**src/rtl/nss_pkg.sv**
```systemverilog
package nss_pkg;

    localparam int IN_W   = 8;
    localparam int HI_W   = 4;
    localparam int MID_W  = 3;
    localparam int LO_W   = 3;
    localparam int HI_SH  = 4;
    localparam int MID_SH = 2;
    localparam int DW     = IN_W + 4;

    function automatic int code_min(input int w);
        return -(1 << (w - 1));
    endfunction

    function automatic int code_max(input int w);
        return (1 << (w - 1)) - 1;
    endfunction

    // Span that the stages below a split can still absorb
    localparam int LO_CAP_MIN  = code_min(LO_W);
    localparam int LO_CAP_MAX  = code_max(LO_W);
    localparam int MID_CAP_MIN = code_min(MID_W) * (1 << MID_SH) + LO_CAP_MIN;
    localparam int MID_CAP_MAX = code_max(MID_W) * (1 << MID_SH) + LO_CAP_MAX;

    typedef struct packed {
        logic            neg;
        logic [HI_W-1:0] mag;
    } hi_sm_t;

    typedef struct packed {
        logic             neg;
        logic [MID_W-1:0] mag;
    } mid_sm_t;

    typedef struct packed {
        logic            neg;
        logic [LO_W-1:0] mag;
    } lo_sm_t;

endpackage

```
**src/rtl/nss_split_stage.sv**
```systemverilog
module nss_split_stage #(
    parameter int DW      = 12,
    parameter int CODE_W  = 4,
    parameter int SH      = 4,
    parameter int CAP_MIN = -20,
    parameter int CAP_MAX = 15
) (
    input  logic                     clk,
    input  logic                     rst,
    input  logic                     en,
    input  logic signed [DW-1:0]     x,
    output logic signed [CODE_W-1:0] q,
    output logic signed [DW-1:0]     rem
);

    localparam logic signed [DW-1:0] K_HALF = DW'((1 << SH) / 2);
    localparam logic signed [DW-1:0] K_WM1  = DW'((1 << SH) - 1);
    localparam logic signed [DW-1:0] K_EMAX = DW'((1 << SH) / 2 - 1);
    localparam logic signed [DW-1:0] K_EMIN = DW'(-((1 << SH) / 2));
    localparam logic signed [DW-1:0] K_QMAX = DW'((1 << (CODE_W - 1)) - 1);
    localparam logic signed [DW-1:0] K_QMIN = DW'(-(1 << (CODE_W - 1)));
    localparam logic signed [DW-1:0] K_CMAX = DW'(CAP_MAX);
    localparam logic signed [DW-1:0] K_CMIN = DW'(CAP_MIN);

    logic signed [DW-1:0] resid_q;
    logic signed [DW-1:0] v, q_round, b_lo, b_hi, q_lo, q_hi, q_c, err, err_sat;

    always_comb begin
        v       = x + resid_q;
        q_round = (v + K_HALF) >>> SH;
        // keep the remainder inside what lower stages can express
        b_lo    = (x - K_CMAX + K_WM1) >>> SH;
        b_hi    = (x - K_CMIN) >>> SH;
        q_lo    = (b_lo > K_QMIN) ? b_lo : K_QMIN;
        q_hi    = (b_hi < K_QMAX) ? b_hi : K_QMAX;
        if (q_round < q_lo)
            q_c = q_lo;
        else if (q_round > q_hi)
            q_c = q_hi;
        else
            q_c = q_round;
        err = v - (q_c <<< SH);
        if (err > K_EMAX)
            err_sat = K_EMAX;
        else if (err < K_EMIN)
            err_sat = K_EMIN;
        else
            err_sat = err;
        rem = x - (q_c <<< SH);
        q   = CODE_W'(q_c);
    end

    always_ff @(posedge clk) begin
        if (rst)
            resid_q <= '0;
        else if (en)
            resid_q <= err_sat;
    end

endmodule

```
**src/rtl/nss_sm_encode.sv**
```systemverilog
module nss_sm_encode #(
    parameter int CODE_W = 4
) (
    input  logic signed [CODE_W-1:0] code,
    output logic                     neg,
    output logic [CODE_W-1:0]        mag
);

    always_comb begin
        neg = code[CODE_W-1];
        mag = neg ? CODE_W'(-code) : CODE_W'(code);
    end

endmodule

```
**src/rtl/nss_segmenter.sv**
```systemverilog
module nss_segmenter
    import nss_pkg::*;
(
    input  logic                   clk,
    input  logic                   rst,
    input  logic                   in_valid,
    input  logic signed [IN_W-1:0] in_sample,
    output logic                   out_valid,
    output logic                   hi_neg,
    output logic [HI_W-1:0]        hi_mag,
    output logic                   mid_neg,
    output logic [MID_W-1:0]       mid_mag,
    output logic                   lo_neg,
    output logic [LO_W-1:0]        lo_mag
);

    logic signed [DW-1:0]    x_ext, rem1, rem2;
    logic signed [HI_W-1:0]  hi_code;
    logic signed [MID_W-1:0] mid_code;
    logic signed [LO_W-1:0]  lo_code;
    hi_sm_t  hi_d, hi_q;
    mid_sm_t mid_d, mid_q;
    lo_sm_t  lo_d, lo_q;
    logic    valid_q;

    assign x_ext = DW'(in_sample);

    nss_split_stage #(
        .DW(DW), .CODE_W(HI_W), .SH(HI_SH),
        .CAP_MIN(MID_CAP_MIN), .CAP_MAX(MID_CAP_MAX)
    ) u_coarse (
        .clk(clk), .rst(rst), .en(in_valid),
        .x(x_ext), .q(hi_code), .rem(rem1)
    );

    nss_split_stage #(
        .DW(DW), .CODE_W(MID_W), .SH(MID_SH),
        .CAP_MIN(LO_CAP_MIN), .CAP_MAX(LO_CAP_MAX)
    ) u_middle (
        .clk(clk), .rst(rst), .en(in_valid),
        .x(rem1), .q(mid_code), .rem(rem2)
    );

    assign lo_code = LO_W'(rem2);

    nss_sm_encode #(.CODE_W(HI_W)) u_enc_hi (
        .code(hi_code), .neg(hi_d.neg), .mag(hi_d.mag)
    );
    nss_sm_encode #(.CODE_W(MID_W)) u_enc_mid (
        .code(mid_code), .neg(mid_d.neg), .mag(mid_d.mag)
    );
    nss_sm_encode #(.CODE_W(LO_W)) u_enc_lo (
        .code(lo_code), .neg(lo_d.neg), .mag(lo_d.mag)
    );

    always_ff @(posedge clk) begin
        if (rst) begin
            valid_q <= 1'b0;
            hi_q    <= '0;
            mid_q   <= '0;
            lo_q    <= '0;
        end else begin
            valid_q <= in_valid;
            if (in_valid) begin
                hi_q  <= hi_d;
                mid_q <= mid_d;
                lo_q  <= lo_d;
            end
        end
    end

    assign out_valid = valid_q;
    assign hi_neg    = hi_q.neg;
    assign hi_mag    = hi_q.mag;
    assign mid_neg   = mid_q.neg;
    assign mid_mag   = mid_q.mag;
    assign lo_neg    = lo_q.neg;
    assign lo_mag    = lo_q.mag;

endmodule

```
**config.mk**
```make
export PLATFORM = sky130hd
export DESIGN_NAME = nss_segmenter
export DESIGN_NICKNAME = d
export VERILOG_FILES = /design/src/rtl/nss_pkg.sv /design/src/rtl/nss_split_stage.sv /design/src/rtl/nss_sm_encode.sv /design/src/rtl/nss_segmenter.sv
export SDC_FILE = /design/constraint.sdc
export NUM_CORES = 1
export LEC_CHECK = 0
export CAP_MARGIN = 20
export CELL_PAD_IN_SITES_DETAIL_PLACEMENT = 2
export CELL_PAD_IN_SITES_GLOBAL_PLACEMENT = 2
export CORE_UTILIZATION = 40
export CTS_BUF_LIST = sky130_fd_sc_hd__clkbuf_16
export CTS_CLUSTER_DIAMETER = 150
export DETAILED_ROUTE_END_ITERATION = 8
export GPL_ROUTABILITY_DRIVEN = 0
export PLACE_DENSITY_LB_ADDON = 0.1
export SLEW_MARGIN = 20
export SYNTH_ARGS = -nofsm -noshare
export SYNTH_HDL_FRONTEND = slang
export SYNTH_SLANG_ARGS = --single-unit
export TNS_END_PERCENT = 100
```
**constraint.sdc**
```tcl
create_clock -name clk -period 26.2 [get_ports clk]
set_clock_uncertainty 0.2 [all_clocks]
set_input_delay 3.93 -clock clk [delete_from_list [all_inputs] [get_ports clk]]
set_output_delay 3.93 -clock clk [all_outputs]
set_load 0.1 [all_outputs]
```
# Word level (Yosys, flattened, before mapping)
# Index checks and enable logic that the tools add are counted.
# word_totals
regBits	38
input_bits	11
word_cells	53
# op_classes
add_sub_neg	17
magnitude_cmp	12
muxes	15
# ops
op	n
two-way mux 12 bit	8
adder 12 x 3 -> 12 bit, second input constant	2
subtractor 12 bit	2
subtractor 12 x 3 -> 12 bit, second input constant	2
two-way mux 10 bit	2
two-way mux 8 bit	2
adder 12 bit	1
adder 12 x 5 -> 12 bit, second input constant	1
adder 8 x 12 -> 12 bit	1
> comparator 10 x 12 -> 1 bit	1
> comparator 12 x 2 -> 1 bit, second input constant	1
> comparator 12 x 4 -> 1 bit, second input constant	1
> comparator 8 x 12 -> 1 bit	1
< comparator 10 x 12 -> 1 bit	1
< comparator 12 x 2 -> 1 bit, second input constant	1
< comparator 12 x 4 -> 1 bit, second input constant	1
< comparator 8 x 12 -> 1 bit	1
subtractor 8 x 12 -> 12 bit	1
adder 9 x 5 -> 10 bit, second input constant	1
> comparator 10 x 3 -> 1 bit, second input constant	1
< comparator 10 x 3 -> 1 bit, second input constant	1
subtractor 8 x 5 -> 9 bit, second input constant	1
subtractor 8 x 6 -> 9 bit, second input constant	1
> comparator 8 x 4 -> 1 bit, second input constant	1
other kinds (6)	8

# Depth between registers and ports, before layout
# depth
depth_word	17
mapped_depth	66

# Modules after synthesis
# Synthesis repeated with hierarchy kept, for this count alone.
# hier_totals
hier_cells	936
area_unflattened_um2	7274.5
# by_module_without_submodules
module	n_inst	cells_each	area_per_inst_um2	seq_area_each_um2
nss_split_stage at u_middle	1	436	3298.2	240.2
nss_split_stage at u_coarse	1	432	3285.7	240.2
nss_segmenter	1	44	501.7	280.3
nss_sm_encode at u_enc_lo ...	2	7	57.6	0.0
nss_sm_encode at u_enc_hi	1	10	73.8	0.0

# Worst setup path after synthesis
# No wires, ideal clock.
# synth_timing
kind	input to register
start	input port in_sample[0]
end	register u_middle.resid_q[0]
t_arrival_ns	15.345
required_time_ns	25.922
path_slack_ns	10.578
stages	57
path_buffers	5
cell_sequence	ha_1 -> inv_1 -> fa_1 -> and2b_1 -> o2111ai_1 -> a21oi_1 -> nor2_1 -> o311ai_1 -> and4_1 -> xor2_1 -> ha_1 -> or4b_1 -> o32ai_4 -> clkbuf_1 -> a211oi_1 -> a21oi_1 -> inv_1 -> ha_1 -> [... 21 more ...] -> o21a_1 -> o21ai_0 -> a21oi_1 -> a21oi_1 -> clkbuf_1 -> clkbuf_1 -> nor2_1 -> a211oi_1 -> a21o_1 -> ha_1 -> a21o_1 -> or4_1 -> a211oi_1 -> nor4b_1 -> a211oi_2 -> inv_1 -> o211a_1 -> nor3_1
# synth_between
elab_chain_cells	17
word_cells_on_any_way	32
cone_classes	add/sub (12); order compare (10); mux (10)
# synth_lines
item	line_no	text
start: declaration	nss_segmenter.sv:7	input logic signed [IN_W-1:0] in_sample,
subtractor 8 x 5 -> 9 bit / subtractor 8 x 6 -> 9 bit (equally long branches)	nss_split_stage.sv:32, nss_split_stage.sv:33	
adder 9 x 5 -> 10 bit / < comparator 5 x 4 -> 1 bit (equally long branches)	nss_split_stage.sv:32, nss_split_stage.sv:35	
> comparator 8 x 4 -> 1 bit / two-way mux 12 bit (equally long branches)	nss_split_stage.sv:34, nss_split_stage.sv:35	
two-way mux 12 bit / > comparator 8 x 12 -> 1 bit (equally long branches)	nss_split_stage.sv:34, nss_split_stage.sv:38	
< comparator 8 x 12 -> 1 bit / two-way mux 8 bit (equally long branches)	nss_split_stage.sv:36, nss_split_stage.sv:38	
two-way mux 8 bit (*)	nss_split_stage.sv:36	if (q_round < q_lo)
named net hi_code[0]	nss_segmenter.sv:18	logic signed [HI_W-1:0] hi_code;
subtractor 8 x 12 -> 12 bit (*)	nss_split_stage.sv:49	rem = x - (q_c <<< SH);
[... 2 more ...]	--	
> comparator 10 x 3 -> 1 bit / two-way mux 12 bit (equally long branches)	nss_split_stage.sv:34, nss_split_stage.sv:35	
two-way mux 12 bit / > comparator 10 x 12 -> 1 bit (equally long branches)	nss_split_stage.sv:34, nss_split_stage.sv:38	
< comparator 10 x 12 -> 1 bit / two-way mux 10 bit (equally long branches)	nss_split_stage.sv:36, nss_split_stage.sv:38	
two-way mux 10 bit	nss_split_stage.sv:36	
subtractor 12 bit (*)	nss_split_stage.sv:42	err = v - (q_c <<< SH);
< comparator 12 x 2 -> 1 bit	nss_split_stage.sv:45	else if (err < K_EMIN)
two-way mux 12 bit	nss_split_stage.sv:45	
two-way mux 12 bit (*)	nss_split_stage.sv:43	if (err > K_EMAX)
end signal: assignment	nss_split_stage.sv:57	resid_q <= err_sat;
end: declaration	nss_split_stage.sv:25	logic signed [DW-1:0] resid_q;
# The timed path passes the listed nets; every way through them passes the cells marked *.
# A chain may end at the register's enable or synchronous reset.

# Final worst setup path
# layout_timing
start	input port in_sample[0]
end	register u_middle.resid_q[0]
# layout_between
elab_chain_cells	17
word_cells_on_any_way	32
cone_classes	add/sub (12); order compare (10); mux (10)
# layout_lines
item	line_no	text
subtractor 8 x 5 -> 9 bit / subtractor 8 x 6 -> 9 bit (equally long branches)	nss_split_stage.sv:32, nss_split_stage.sv:33	
adder 9 x 5 -> 10 bit / < comparator 5 x 4 -> 1 bit (equally long branches)	nss_split_stage.sv:32, nss_split_stage.sv:35	
> comparator 8 x 4 -> 1 bit / two-way mux 12 bit (equally long branches)	nss_split_stage.sv:34, nss_split_stage.sv:35	
two-way mux 12 bit / > comparator 8 x 12 -> 1 bit (equally long branches)	nss_split_stage.sv:34, nss_split_stage.sv:38	
< comparator 8 x 12 -> 1 bit / two-way mux 8 bit (equally long branches)	nss_split_stage.sv:36, nss_split_stage.sv:38	
two-way mux 8 bit (*)	nss_split_stage.sv:36	
named net hi_code[0]	nss_segmenter.sv:18	
subtractor 8 x 12 -> 12 bit (*)	nss_split_stage.sv:49	
[... 3 more ...]	--	
two-way mux 12 bit / > comparator 10 x 12 -> 1 bit (equally long branches)	nss_split_stage.sv:34, nss_split_stage.sv:38	
< comparator 10 x 12 -> 1 bit / two-way mux 10 bit (equally long branches)	nss_split_stage.sv:36, nss_split_stage.sv:38	
two-way mux 10 bit (*)	nss_split_stage.sv:36	
named net mid_code[0]	nss_segmenter.sv:19	logic signed [MID_W-1:0] mid_code;
subtractor 12 bit (*)	nss_split_stage.sv:42	
< comparator 12 x 2 -> 1 bit	nss_split_stage.sv:45	
two-way mux 12 bit	nss_split_stage.sv:45	
two-way mux 12 bit (*)	nss_split_stage.sv:43	
# Marked as above.

==> flow_summary_export.csv <==
group,metric,value,unit
status,status,"finished clean",
logic_synthesis,synth_ff_type,"dfxtp_1",
flow_run,cap_violations,0,
clock_network,path_clk_slew,0.06,ns
logic_synthesis,synth.net_count,878,
die,die_h,123,um
finish,layout-drive-gt1-share,0.0481,
sta,timing.final.hold_violations,0,
logic_synthesis,postSynth.asyncResetShare,0,
hold_path,min_path_cells,2,
clock_network,htree_num_levels,2,
detailed_routing,drtPass1Iterations,4,
logic_synthesis,synth_edf_count,0,
detailed_routing,vias,5699,
sta,finalSetupTns,0,ns
clock_network,cts_resized,0,
die,start_util,0.407,
sta,drv_slew,0,
clock_network,clk_path_buf_depth,2,
finish,nets,886,
sta,fin_crit,18.49,ns
clock_network,cts.sinks,38,
logic_synthesis,synth_top_area_cell,"ha_1",
die,dieArea,15200,sq um
finish,n_antenna_cell,0,
detailed_routing,via_per_inst,5.85,
global_routing,gr-total-overflow,0,
detailed_routing,wl,20.4,mm
die,row_count,44,
critical_path,r2r_slack,11.61,ns
die,pin_count,25,
clock_network,clock_latency,0.29,ns
sta,setup_viol,0,
critical_path,cp.arrival,18.50,ns
critical_path,worstPathRequired,26.21,ns
global_routing,grt_pass1_vias,6064,
critical_path,crit_slowest_cell,"a211oi_2",
logic_synthesis,ys_seq_area_frac,0.129,
critical_path,cp_slowest_stage_delay,0.86,ns
hold_path,min_from,"u_coarse.resid_q[4]",
clock_network,cts_root_buf,"clkbuf_16",
logic_synthesis,ys_warn_count,0,
sta,rsz0062_at_grt,"no",
logic_synthesis,synth.distinct_cells,79,
logic_synthesis,ys_ff_latch,38,
detailed_routing,wl_per_cell,21.0,um
logic_synthesis,syn_area_per_cell,7.55,sq um
critical_path,crit_type,"in -> reg",
critical_path,rr_endpoint,"u_middle.resid_q[0]",
die,die_x,123,um
detailed_routing,remaining_drc_errors,0,
placement,dpl.hpwl,16.4,mm
clock_network,post-cts-setup-buffers,0,
sta,finalCritPeriodShare,0.706,
critical_path,reg2reg_depth,56,
hold_path,holdPathEnd,"u_coarse.resid_q[4]",
sta,tightest_slew,1.02,ns
clock_network,hold_buffers,0,
logic_synthesis,synth_top_area_frac,0.176,
die,core_area,14500,sq um
global_routing,antenna_found_initial,0,
clock_network,cts_buffers,5,
global_routing,grt_pass1_wl,32.6,mm
critical_path,path_max_fanout,19,
detailed_routing,drtIter0Drc,230,
sta,whs,0.284,ns
placement,io_buffers,24,
global_routing,grt_usage,0.277,
hold_path,holdCritPathClass,"reg -> reg",
clock_network,cts_tree,"done",
critical_path,cp-end-kind,"flip-flop",
detailed_routing,postRouteAntennaNets,0,
global_routing,grt_max_degree,51,
critical_path,cp-start-kind,"input pin",
finish,syn2layout_area_growth,10.0,%
critical_path,reg2reg_from,"u_coarse.resid_q[0]",
logic_synthesis,netlist_area,5900,sq um
logic_synthesis,ys_top_cells_by_area,"ha_1 (18%), dfxtp_1 (13%), xnor2_1 (6.8%)",
sta,fmax,54.1,MHz
logic_synthesis,synthesis.instances,781,
sta,slew_headroom,0.321,
[worst max path at each step]
stage	start	endpoint	depth (start not counted)
6_report	in_sample[0]	u_middle.resid_q[0]	57
5_1_grt	in_sample[0]	u_middle.resid_q[0]	56
4_1_cts	in_sample[0]	u_middle.resid_q[0]	56
3_5_place_dp	in_sample[0]	u_middle.resid_q[0]	56
3_3_place_gp	in_sample[0]	u_middle.resid_q[0]	56
2_1_floorplan	in_sample[0]	u_middle.resid_q[0]	57
[logic make-up after synthesis]
group / after synthesis / synth area share
and+or+nand+nor: 251 / 0.215
AOI/OAI and AO/OA: 224 / 0.260
muxes: 18 / 0.0314
DFF: 38 / 0.129
xor gates and xnor gates: 69 / 0.111
buffers and inverters: 90 / 0.0588
adders and majority gates: 91 / 0.195
[layout make-up]
class,instances,area [sq um]
inverter,62,233
clock inverter,3,68.8
clock buffer,5,125
tap,184,230
multi-input combinational,653,4790
timing repair buffer,29,273
sequential,38,761
fill,1696,7990
[cell usage in the layout (no fill, tap or decap), drive strengths merged, types with 21 or more instances in the layout]
cell / n
nand3: 26
xnor2: 48
dfxtp: 38
a211oi: 21
nand2b: 37
clkdlybuf4s50: 23
o21ai: 33
nor2: 82
inv: 62
a21oi: 80
nand2: 33
ha: 83
[per-layer routing]
metal / global-route usage / wire length (um)
met5: 0 / 0
met4: 0.0535 / 185
met3: 0.0231 / 424
met2: 0.473 / 9720
met1: 0.379 / 10100
[stage by stage]
step | worst slack (ns) | cells | area (sq um) | util
after floorplan | 10.58 | 781 | 5900 | -
after global placement | 7.96 | 966 | 6280 | 0.434
after detailed placement | 7.30 | 966 | 6280 | 0.434
after CTS | 7.47 | 974 | 6480 | 0.447
after global routing | 6.58 | 974 | 6480 | 0.448
final | 7.71 | 974 | 6480 | 0.448
[flip-flops by register name, summed over array words and instances (netlist names)]
register	flops
u_coarse.resid_q	12
u_middle.resid_q	12
hi_mag	4
lo_mag	3
mid_mag	3
hi_neg	1
lo_neg	1
mid_neg	1
out_valid	1
[cell usage after synthesis, drive strengths merged (4+ instances only)]
library cell,count
a21oi,80
mux2i,17
o211ai,7
o21ai,33
maj3,5
nand2,33
a21o,19
nor3,18
clkbuf,25
dfxtp,38
xor2,20
inv,62
xnor2,48
a21boi,6
nor2,82
and3,9
nand4,7
or4,4
o21a,10
ha,83
o31a,4
nand2b,37
a31oi,5
a211o,5
nor2b,7
o21bai,6
nand3,26
or3,8
or2,4
a211oi,21
[worst max-delay path, delay by kind of cell]
kind,cells,cell delay [ns]
compound gates,22,6.95
simple gates,14,2.46
fa+ha+maj,8,2.26
xor+xnor,5,1.67
buf+inv,8,1.22
Power is not shown: default switching activity piles up to over one toggle a cycle in this logic, so the estimate is an artifact.
